[src/rtl/psram_cfg_pkg.sv]
package psram_cfg_pkg;

   typedef enum logic [3:0] {
      ST_BOOT,
      ST_RST_CMD,
      ST_RST_WAIT,
      ST_RD,
      ST_CHECK,
      ST_WR0,
      ST_WR4,
      ST_WR8,
      ST_SWITCH,
      ST_READY,
      ST_ERR
   } seq_state_t;

   localparam logic [7:0] OP_RESET    = 8'hFF;
   localparam logic [7:0] OP_MR_READ  = 8'h40;
   localparam logic [7:0] OP_MR_WRITE = 8'hC0;

   // register map positions the device decodes
   localparam int VID_LSB     = 0;
   localparam int VID_W       = 5;
   localparam int FIXLAT_BIT  = 5;
   localparam int IOMODE_BIT  = 6;
   localparam int LAT_FIELD_W = 3;

   // read step indices
   localparam int RD_STEPS  = 7;
   localparam int STEP_W    = 3;
   localparam int STEP_MR0  = 1;
   localparam int STEP_MR4  = 4;
   localparam int STEP_MR8  = 6;

   function automatic logic [3:0] step_reg(input logic [STEP_W-1:0] s);
      case (s)
         3'd0:    step_reg = 4'd1;
         3'd1:    step_reg = 4'd0;
         3'd2:    step_reg = 4'd2;
         3'd3:    step_reg = 4'd3;
         3'd4:    step_reg = 4'd4;
         3'd5:    step_reg = 4'd6;
         default: step_reg = 4'd8;
      endcase
   endfunction

endpackage

[src/rtl/psram_cfg_wait.sv]
module psram_cfg_wait #(
   parameter int CYCLES = 100
) (
   input  logic clk,
   input  logic rst_n,
   input  logic run,
   output logic expired
);
   localparam int CNT_W = (CYCLES > 1) ? $clog2(CYCLES) : 1;

   generate
      if (CYCLES < 1) begin : g_bad_cycles
         $error("psram_cfg_wait: CYCLES must be at least 1");
      end
   endgenerate

   logic [CNT_W-1:0] cnt;

   assign expired = run && (cnt == CNT_W'(CYCLES - 1));

   always_ff @(posedge clk or negedge rst_n) begin
      if (!rst_n)          cnt <= '0;
      else if (!run)       cnt <= '0;
      else if (!expired)   cnt <= cnt + 1'b1;
   end
endmodule

[src/rtl/psram_cfg_latenc.sv]
module psram_cfg_latenc #(
   parameter int DUMMY_W = 4,
   parameter int MIN_VAL = 4,
   parameter int SPAN    = 6,
   parameter int FIELD_W = 3
) (
   input  logic [DUMMY_W-1:0] dummy,
   output logic [FIELD_W-1:0] code,
   output logic               legal
);
   localparam int MAX_VAL = MIN_VAL + SPAN - 1;

   generate
      if (SPAN > (1 << FIELD_W)) begin : g_bad_span
         $error("psram_cfg_latenc: SPAN does not fit the code field");
      end
      if (MAX_VAL >= (1 << DUMMY_W)) begin : g_bad_width
         $error("psram_cfg_latenc: DUMMY_W too narrow for the legal range");
      end
   endgenerate

   assign legal = (dummy >= DUMMY_W'(MIN_VAL)) && (dummy <= DUMMY_W'(MAX_VAL));
   assign code  = FIELD_W'(dummy - DUMMY_W'(MIN_VAL));
endmodule

[src/rtl/psram_cfg_seq.sv]
module psram_cfg_seq
   import psram_cfg_pkg::*;
#(
   parameter int CLK_FREQ_HZ   = 50_000_000,
   parameter int RESET_WAIT_US = 2,
   parameter int ADDR_W        = 8,
   parameter int LEN_W         = 2,
   parameter int DUMMY_W       = 4,
   parameter int VENDOR_ID     = 13,
   parameter int RD_LAT_MIN    = 4,
   parameter int WR_LAT_MIN    = 5,
   parameter int LAT_SPAN      = 6
) (
   input  logic               clk,
   input  logic               rst_n,
   input  logic [DUMMY_W-1:0] cfg_rd_dummy,
   input  logic [DUMMY_W-1:0] cfg_wr_dummy,
   input  logic               cfg_dqs_en,
   input  logic               cfg_hex_mode,
   output logic               cmd_req,
   output logic [7:0]         cmd_opcode,
   output logic [ADDR_W-1:0]  cmd_addr,
   output logic               cmd_write,
   output logic [7:0]         cmd_wdata,
   output logic [LEN_W-1:0]   cmd_len,
   input  logic               cmd_done,
   input  logic               cmd_err,
   input  logic [7:0]         cmd_rdata,
   output logic               mode_sw_req,
   input  logic               mode_sw_ack,
   output logic               ready,
   output logic               error
);
   localparam int         WAIT_CYC    = (CLK_FREQ_HZ / 1_000_000) * RESET_WAIT_US;
   localparam logic [7:0] LAT_MASK    = 8'((1 << LAT_FIELD_W) - 1);
   localparam logic [7:0] FIXLAT_MASK = 8'(1 << FIXLAT_BIT);
   localparam logic [7:0] IOMODE_MASK = 8'(1 << IOMODE_BIT);

   generate
      if (WAIT_CYC < 1) begin : g_bad_wait
         $error("psram_cfg_seq: recovery wait rounds to zero cycles");
      end
      if (ADDR_W < 4) begin : g_bad_addr
         $error("psram_cfg_seq: ADDR_W must reach register 8");
      end
      if (LEN_W < 2) begin : g_bad_len
         $error("psram_cfg_seq: LEN_W must hold a count of 2");
      end
      if (VENDOR_ID >= (1 << VID_W)) begin : g_bad_vid
         $error("psram_cfg_seq: VENDOR_ID wider than its field");
      end
   endgenerate

   seq_state_t          state, state_nx;
   logic [STEP_W-1:0]   rd_step;
   logic [7:0]          sh_mr0, sh_mr4, sh_mr8;
   logic                wait_done;
   logic [LAT_FIELD_W-1:0] rd_code, wr_code;
   logic                rd_legal, wr_legal;
   logic                vid_bad;
   logic [7:0]          mr0_new, mr4_new, mr8_new;

   psram_cfg_wait #(.CYCLES(WAIT_CYC)) u_wait (
      .clk     (clk),
      .rst_n   (rst_n),
      .run     (state == ST_RST_WAIT),
      .expired (wait_done)
   );

   psram_cfg_latenc #(
      .DUMMY_W(DUMMY_W), .MIN_VAL(RD_LAT_MIN), .SPAN(LAT_SPAN), .FIELD_W(LAT_FIELD_W)
   ) u_rd_lat (
      .dummy (cfg_rd_dummy),
      .code  (rd_code),
      .legal (rd_legal)
   );

   psram_cfg_latenc #(
      .DUMMY_W(DUMMY_W), .MIN_VAL(WR_LAT_MIN), .SPAN(LAT_SPAN), .FIELD_W(LAT_FIELD_W)
   ) u_wr_lat (
      .dummy (cfg_wr_dummy),
      .code  (wr_code),
      .legal (wr_legal)
   );

   assign vid_bad = cmd_rdata[VID_LSB +: VID_W] != VID_W'(VENDOR_ID);

   assign mr0_new = (sh_mr0 & ~(LAT_MASK | FIXLAT_MASK))
                  | {{(8-LAT_FIELD_W){1'b0}}, rd_code}
                  | (cfg_dqs_en ? 8'h00 : FIXLAT_MASK);
   assign mr4_new = (sh_mr4 & ~LAT_MASK) | {{(8-LAT_FIELD_W){1'b0}}, wr_code};
   assign mr8_new = sh_mr8 | IOMODE_MASK;

   // next state
   always_comb begin
      state_nx = state;
      case (state)
         ST_BOOT:     state_nx = ST_RST_CMD;
         ST_RST_CMD:  if (cmd_err) state_nx = ST_ERR;
                      else if (cmd_done) state_nx = ST_RST_WAIT;
         ST_RST_WAIT: if (wait_done) state_nx = ST_RD;
         ST_RD: begin
            if (cmd_err)
               state_nx = ST_ERR;
            else if (cmd_done) begin
               if (rd_step == '0 && vid_bad)                   state_nx = ST_ERR;
               else if (rd_step == STEP_W'(RD_STEPS - 1))      state_nx = ST_CHECK;
            end
         end
         ST_CHECK:    state_nx = (rd_legal && wr_legal) ? ST_WR0 : ST_ERR;
         ST_WR0:      if (cmd_err) state_nx = ST_ERR;
                      else if (cmd_done) state_nx = ST_WR4;
         ST_WR4:      if (cmd_err) state_nx = ST_ERR;
                      else if (cmd_done) state_nx = cfg_hex_mode ? ST_WR8 : ST_SWITCH;
         ST_WR8:      if (cmd_err) state_nx = ST_ERR;
                      else if (cmd_done) state_nx = ST_SWITCH;
         ST_SWITCH:   if (mode_sw_ack) state_nx = ST_READY;
         default:     state_nx = state;
      endcase
   end

   always_ff @(posedge clk or negedge rst_n) begin
      if (!rst_n) begin
         state   <= ST_BOOT;
         rd_step <= '0;
         sh_mr0  <= '0;
         sh_mr4  <= '0;
         sh_mr8  <= '0;
      end else begin
         state <= state_nx;
         if (state == ST_RD && cmd_done && !cmd_err) begin
            rd_step <= rd_step + 1'b1;
            if (rd_step == STEP_W'(STEP_MR0)) sh_mr0 <= cmd_rdata;
            if (rd_step == STEP_W'(STEP_MR4)) sh_mr4 <= cmd_rdata;
            if (rd_step == STEP_W'(STEP_MR8)) sh_mr8 <= cmd_rdata;
         end
      end
   end

   // command port
   always_comb begin
      cmd_req    = 1'b0;
      cmd_opcode = OP_MR_READ;
      cmd_addr   = '0;
      cmd_write  = 1'b0;
      cmd_wdata  = '0;
      cmd_len    = LEN_W'(1);
      case (state)
         ST_RST_CMD: begin
            cmd_req    = 1'b1;
            cmd_opcode = OP_RESET;
            cmd_write  = 1'b1;
            cmd_len    = LEN_W'(2);
         end
         ST_RD: begin
            cmd_req  = 1'b1;
            cmd_addr = ADDR_W'(step_reg(rd_step));
         end
         ST_WR0, ST_WR4, ST_WR8: begin
            cmd_req    = 1'b1;
            cmd_opcode = OP_MR_WRITE;
            cmd_write  = 1'b1;
            cmd_addr   = (state == ST_WR0) ? ADDR_W'(0) :
                         (state == ST_WR4) ? ADDR_W'(4) : ADDR_W'(8);
            cmd_wdata  = (state == ST_WR0) ? mr0_new :
                         (state == ST_WR4) ? mr4_new : mr8_new;
         end
         default: ;
      endcase
   end

   assign mode_sw_req = (state == ST_SWITCH);
   assign ready       = (state == ST_READY);
   assign error       = (state == ST_ERR);

endmodule

[config.mk]
export PLATFORM = sky130hd
export DESIGN_NAME = psram_cfg_seq
export DESIGN_NICKNAME = d
export VERILOG_FILES = /design/src/rtl/psram_cfg_pkg.sv /design/src/rtl/psram_cfg_wait.sv /design/src/rtl/psram_cfg_latenc.sv /design/src/rtl/psram_cfg_seq.sv
export SDC_FILE = /design/constraint.sdc
export NUM_CORES = 1
export LEC_CHECK = 0
export BUFFER_PORTS_ARGS = -buffer_cell sky130_fd_sc_hd__clkbuf_2
export CAP_MARGIN = 15
export CORE_MARGIN = 2
export CORE_UTILIZATION = 40
export CTS_CLUSTER_SIZE = 24
export DETAILED_ROUTE_END_ITERATION = 7
export HOLD_SLACK_MARGIN = 0.12
export PLACE_DENSITY = 0.66
export REMOVE_ABC_BUFFERS = 1
export SLEW_MARGIN = 10
export SYNTH_ARGS = -nofsm -noshare
export SYNTH_HDL_FRONTEND = slang
export SYNTH_HIERARCHICAL = 1
export SYNTH_SLANG_ARGS = --single-unit
[constraint.sdc]
create_clock -name clk -period 1.99 [get_ports clk]
set_input_delay 0.0995 -clock clk [delete_from_list [all_inputs] [get_ports clk]]
set_output_delay 0.0995 -clock clk [all_outputs]
set_load 0.005 [all_outputs]
### After elaboration in Yosys (flattened, before gate mapping)

Cells that the tools add are included.

* register bits after elaboration: 38
* output and inout port bits: 31
* word-level logic and storage cells: 93

* add/sub/neg operators: 4
* magnitude comparators: 4
* equality and inequality tests: 27
* multiplexer cells: 31
* bitwise logic cells: 3
* reduce and logical (&&, ||, !) cells: 18

Operator list (number)
* 4-bit two-way mux: 18
* 4-bit case mux with 9 select lines: 1
* 8-bit two-way mux: 3
* 4-bit case mux with 6 select lines: 1
* 4-bit by 3-bit == test with 1-bit output, second input constant: 4
* 8-bit by 3-bit bitwise OR with 8-bit output: 2
* 8-bit case mux with 2 select lines: 1
* 3-bit != test, second input constant: 5
* 7-bit two-way mux: 2
* 4-bit == test, second input constant: 3
* 3-bit == test, second input constant: 3
* 9-bit AND reduction: 1
* 9-bit nonzero test: 1
* 4-bit by 2-bit == test with 1-bit output, second input constant: 2
* 4-bit by 3-bit >= comparator with 1-bit output, second input constant: 2
* 4-bit <= comparator, second input constant: 2
* 8-bit by 6-bit bitwise OR with 8-bit output: 1
* 4-bit case mux with 2 select lines: 1
* 7-bit by 1-bit adder with 7-bit output, second input constant: 1
* 7-bit == test, second input constant: 1
* 1-bit logical AND: 7
* 3-bit by 2-bit == test with 1-bit output, second input constant: 2
* 6-bit two-way mux: 1
* 2-bit AND reduction: 3
* 16 further kinds: 19

### Depth between registers and ports, before layout

* word-level depth: 6
* depth in mapped cells: 10
* mapped depth without buffers: 9

### By module

Netlist, hierarchy kept.

Modules (own cells, without submodules)
* psram_cfg_seq: times used 1, cells each 173, area an instance 1585.3 um2
* psram_cfg_wait: times used 1, cells each 37, area an instance 379.1 um2
* psram_cfg_latenc at u_wr_lat: times used 1, cells each 12, area an instance 97.6 um2
* psram_cfg_latenc at u_rd_lat: times used 1, cells each 5, area an instance 32.5 um2

### Least setup slack after synthesis

OpenSTA, ideal clock, no wires.

* path kind: flip-flop to flip-flop
* start point: reg state[1]
* end point: reg state[2]
* setup time: 0.128 ns
* arrival time: 1.984 ns
* slack: -0.121 ns
* cell stages (with the launch flop): 10
* path buffers: 2
* clock period less this slack: 2.111 ns
* cells stage by stage: dfrtp_1 clkbuf_1 nand2_1 nor3_1 buf_1 and2_1 nor3_1 o21ai_0 o211ai_2 mux2_1

* longest elaborated chain between the ends: 4
* elaborated cells on any way between the ends: 21
* those cells by class: 16 x eq/ne; 1 x mux; 4 x reduce/logical

RTL lines
* start, declared: line psram_cfg_seq.sv:54 `seq_state_t state, state_nx;`
* start signal, assigned: line psram_cfg_seq.sv:130 `state <= state_nx;`
* 4-bit by 2-bit == test with 1-bit output: line psram_cfg_seq.sv:66 `.run (state == ST_RST_WAIT),`
* 1-bit logical AND: line psram_cfg_wait.sv:19 `assign expired = run && (cnt == CNT_W'(CYCLES - 1));`
* via wait_done: line psram_cfg_seq.sv:57 `logic wait_done;`
* 2-bit != test (no source line)
* 9-bit AND reduction (no source line)

The timed path passes the listed nets, and every way through them passes these cells.
A chain may end at the register's enable or synchronous reset.

### Worst setup path in the final report

* start point: reg state[1]
* end point: out cmd_wdata[5]

* longest elaborated chain between the ends: 4
* elaborated cells on any way between the ends: 7
* those cells by class: 3 x eq/ne; 3 x mux; 1 x reduce/logical

RTL lines
* 4-bit by 3-bit == test with 1-bit output: line psram_cfg_seq.sv:148, psram_cfg_seq.sv:166
* 8-bit two-way mux: line psram_cfg_seq.sv:166 `(state == ST_WR4) ? mr4_new : mr8_new;`
* 8-bit two-way mux: line psram_cfg_seq.sv:165 `cmd_wdata = (state == ST_WR0) ? mr0_new :`
* 8-bit two-way mux *: line psram_cfg_seq.sv:148 `case (state)`
* end, declared: line psram_cfg_seq.sv:24 `output logic [7:0] cmd_wdata,`

Mark *: on every way between the ends. The rest lies on a longest branch, timed or not.

==> run summary <==
SYNTH
-------------------------------------------------------------------------------------
Avg Cell Area, Syn                                                         9.227 um^2
Number of enable flip-flop cells after synthesis                                    0
Yosys cell types                                                                   46
Flip-flop and latch count after synthesis                                          30
Synth async-reset ratio                                                        100.0%
Register area share after synthesis                                            35.84%
Total standard cell area after synthesis                                    2095 um^2
Synth warnings                                                                      6
Prevailing post-synth register cell                                      sky130_fd_sc_hd__dfrtp_1
Instance count of the mapped netlist                                              227
Library cell with the largest summed area after synthesis                sky130_fd_sc_hd__dfrtp_1
Top cells by area in the synthesized netlist                             sky130_fd_sc_hd__dfrtp_1 36%, sky130_fd_sc_hd__mux2_2 10%, sky130_fd_sc_hd__ha_1 5.4%
Fraction of synthesized cell area taken by the top area cell type              35.84%

CTS
-------------------------------------------------------------------------------------
Worst skew pair latency                                                        280 ps
Number of buffers on the longest clock path                                         2
Clock tree from TritonCTS                                                       built
Cell chosen for the clock root                                           sky130_fd_sc_hd__clkbuf_8
Number of sinks on the clock net                                                   30
Clock-pin slew on the worst setup and hold paths                                60 ps
H-Tree Level Count                                                                  2
Cts bufs inserted                                                                   5

FINAL LAYOUT
-------------------------------------------------------------------------------------
Synthesis-to-layout area growth                                                23.30%
Highest-count cells in the layout ignoring fill and taps                 48 x sky130_fd_sc_hd__clkbuf_2, 30 x sky130_fd_sc_hd__dfrtp_1, 23 x sky130_fd_sc_hd__nor2_1
Antenna Diode Count                                                                 0
Fraction of final layout cells with drive strength greater than 1              33.22%
Final instance area                                                         2582 um^2
Final-stage net count                                                             318
Post-Route Utilization                                                         50.89%
Most frequent standard cell in the layout excluding fill and tap cells   sky130_fd_sc_hd__clkbuf_2

GLOBAL ROUTING
-------------------------------------------------------------------------------------
Final global-route overflow total                                                   0
Via count of the first global-routing pass                                      1,735
Global-route wire length before repair                                       8.079 mm
Tot GR Track Use                                                               17.17%
Largest net degree at the start of global routing                                  31
Number of antenna violations at the first check in global routing                   0

WORST SETUP PATH
-------------------------------------------------------------------------------------
Setup CP Type                                                            flop to output port
Crit path to                                                             cmd_wdata[5]
Reg2reg setup slack                                                            190 ps
CP cell instances                                                        inv_1 -> nand2_1 -> o22a_1 -> nor2_1 -> clkbuf_2
Slowest cell on the critical path                                        sky130_fd_sc_hd__dfrtp_1
Worst endpoint data arrival time                                              1700 ps
R2r startpoint                                                           u_wait/cnt[0]
Critical path startpoint                                                     state[1]
Critical path buffers and inverters                                                 2
Maximum fanout along the worst path                                                12
Element type at the critical path start                                          flop
Worst path top cell family by delay                                      buffers and inverters
Worst reg2reg endpoint                                                       state[2]
Critical Path Sink Type                                                   output port
Worst reg2reg path depth                                                            8
Max incr delay on CP                                                           460 ps
Worst path depth                                                                    5
Required time of the critical path                                            1890 ps

PLACEMENT
-------------------------------------------------------------------------------------
Standard cell area after detailed placement                                 2404 um^2
Final HPWL DP                                                                3.599 mm
Worst slack at placement                                                     77.65 ps
Final estimated routing congestion in global placement                         0.8778
Number of port buffers                                                             48

WORST HOLD PATH
-------------------------------------------------------------------------------------
Tightest Hold Check Type                                                 input pin to flop
Startpoint of the tightest hold check path                                   cmd_done
Number of cells on the worst hold path                                              3

TIMING
-------------------------------------------------------------------------------------
Final hold vios                                                                     0
RSZ-0062 raised after global routing                                               no
Final setup slack of the worst path                                          188.2 ps
Max-slew violation count                                                            0
Slew @ Worst Pin                                                             715.1 ps
Clock Skews                                                                  5.562 ps
Fin Setup TNS                                                                    0 ps
Max Freq                                                                    555.0 MHz
Relative slew slack                                                            52.33%
Fin crit share                                                                 90.54%
Total setup violations reported at the end of the flow                              0
Final period demand of the worst path                                         1802 ps

DIE
-------------------------------------------------------------------------------------
Die X                                                                        76.36 um
Site Rows                                                                          26
Die Area                                                                    5831 um^2
Starting density of the core                                                   41.27%
Area of the core region                                                     5075 um^2
Chip height                                                                  76.36 um
Total I/O pin count                                                                54

DRT
-------------------------------------------------------------------------------------
DRT antenna net count                                                               0
Vias per std cell                                                               4.927
Post-Route WL                                                                4.600 mm
Pre-Repair DR Iteration Count                                                       4
Iter 0 DRT Violations                                                              87
Routed via count                                                                1,754
DRC errors left                                                                     0
Routed WL per cell                                                           12.92 um

PWR
-------------------------------------------------------------------------------------
Leak                                                                         1.279 nW
Peak supply drop                                                            0.5560 mV
Ratio of total power to cell area                                        955.1 nW/um^2

JOB
-------------------------------------------------------------------------------------
Reported max-cap violation count                                                    0

STATUS
-------------------------------------------------------------------------------------
Result of the run                                                        complete, no violations

-- worst min-delay path by stage --
stage                 end  slack [ps]
2_1_floorplan  rd_step[0]        -200
3_3_place_gp   rd_step[2]         190
3_5_place_dp   rd_step[0]         200
4_1_cts        rd_step[0]         200
5_1_grt        rd_step[0]         260
6_report       rd_step[0]         200
-- registers in the layout, indices dropped and copies added, names as in the netlist --
name	count
state	4
sh_mr4	5
sh_mr8	7
sh_mr0	4
rd_step	3
u_wait/cnt	7
-- tightest hold or removal path: stages --
cell	delay (ps)
sky130_fd_sc_hd__clkbuf_2	120
sky130_fd_sc_hd__nand2_2	140
sky130_fd_sc_hd__xnor2_1	80
-- synth_stat cells (2+ instances only) --
cell type and instances:
sky130_fd_sc_hd__clkbuf_1 5, sky130_fd_sc_hd__nor2_1 23, sky130_fd_sc_hd__nand2_1 18, sky130_fd_sc_hd__dfrtp_1 30
sky130_fd_sc_hd__or2b_1 2, sky130_fd_sc_hd__nor4_1 2, sky130_fd_sc_hd__and2_1 3, sky130_fd_sc_hd__nand3_1 4
sky130_fd_sc_hd__xnor2_1 4, sky130_fd_sc_hd__or3_1 2, sky130_fd_sc_hd__nor4_4 2, sky130_fd_sc_hd__ha_1 9
sky130_fd_sc_hd__mux2i_1 11, sky130_fd_sc_hd__o21bai_1 2, sky130_fd_sc_hd__a21oi_1 17, sky130_fd_sc_hd__nand2_2 2
sky130_fd_sc_hd__buf_4 12, sky130_fd_sc_hd__o21ai_0 7, sky130_fd_sc_hd__inv_1 11, sky130_fd_sc_hd__buf_2 3
sky130_fd_sc_hd__nand2b_1 6, sky130_fd_sc_hd__nor2b_1 3, sky130_fd_sc_hd__o22a_1 2, sky130_fd_sc_hd__nor3_1 5
sky130_fd_sc_hd__conb_1 2, sky130_fd_sc_hd__mux2_2 19, sky130_fd_sc_hd__a21boi_1 2
-- power breakdown --
group	switching, W	internal, W	leakage [nW]
sequential	0.000128	0.000707	0.401
clock	0.000209	0.000240	0.0383
combinational	0.000633	0.000550	0.839
-- metal layers --
layer  up-vias  wire (um)  GRT usage, %
met5         -          0             0
met4         0         68         6.182
met3         7        208         3.555
met2        41       2123         28.32
met1       821       2199         22.35
li1        885          -             -
-- logic make-up (layout without fill, tap and decap cells) --
kind of cell               after synthesis  after routing  share of synthesized area [%]
other                                    2              5                         0.3586
xor gates and xnor gates                 4              4                          1.672
DFF                                     30             30                          35.84
muxes                                   31             31                          16.01
AOI/OAI and AO/OA                       40             40                          12.31
adders and majority gates                9              9                          5.376
and+or+nand+nor                         78             78                          20.19
buffers and inverters                   33             89                          8.243
-- layout make-up --
type                    instances  area [um^2]
inverters                      12        45.04
repair buffers                 70        427.9
clock buffers                   7        76.32
well taps                      70        87.58
multi-input cells             167         1195
flip-flops and latches         30        750.7
fillers                       480         2492
-- metrics by stage --
stage / hold WS (ps) / total power [W] / cells
finish: 199.6 / 0.002467 / 356
global route: 257.5 / 0.002674 / 356
CTS: 203.6 / 0.002485 / 356
detailed placement: 198.8 / 0.002018 / 340
global placement: 194.8 / 0.002004 / 340
floorplan: -196.1 / 0.001522 / 209
-- repair_timing --
action,4_1_cts,5_1_grt
resized for setup,0,3
hold buffers,9,0
setup buffers,0,0
endpoints found under the hold margin,46,0
endpoints found under the setup margin,0,4
Power figures use the tool's default switching activity.
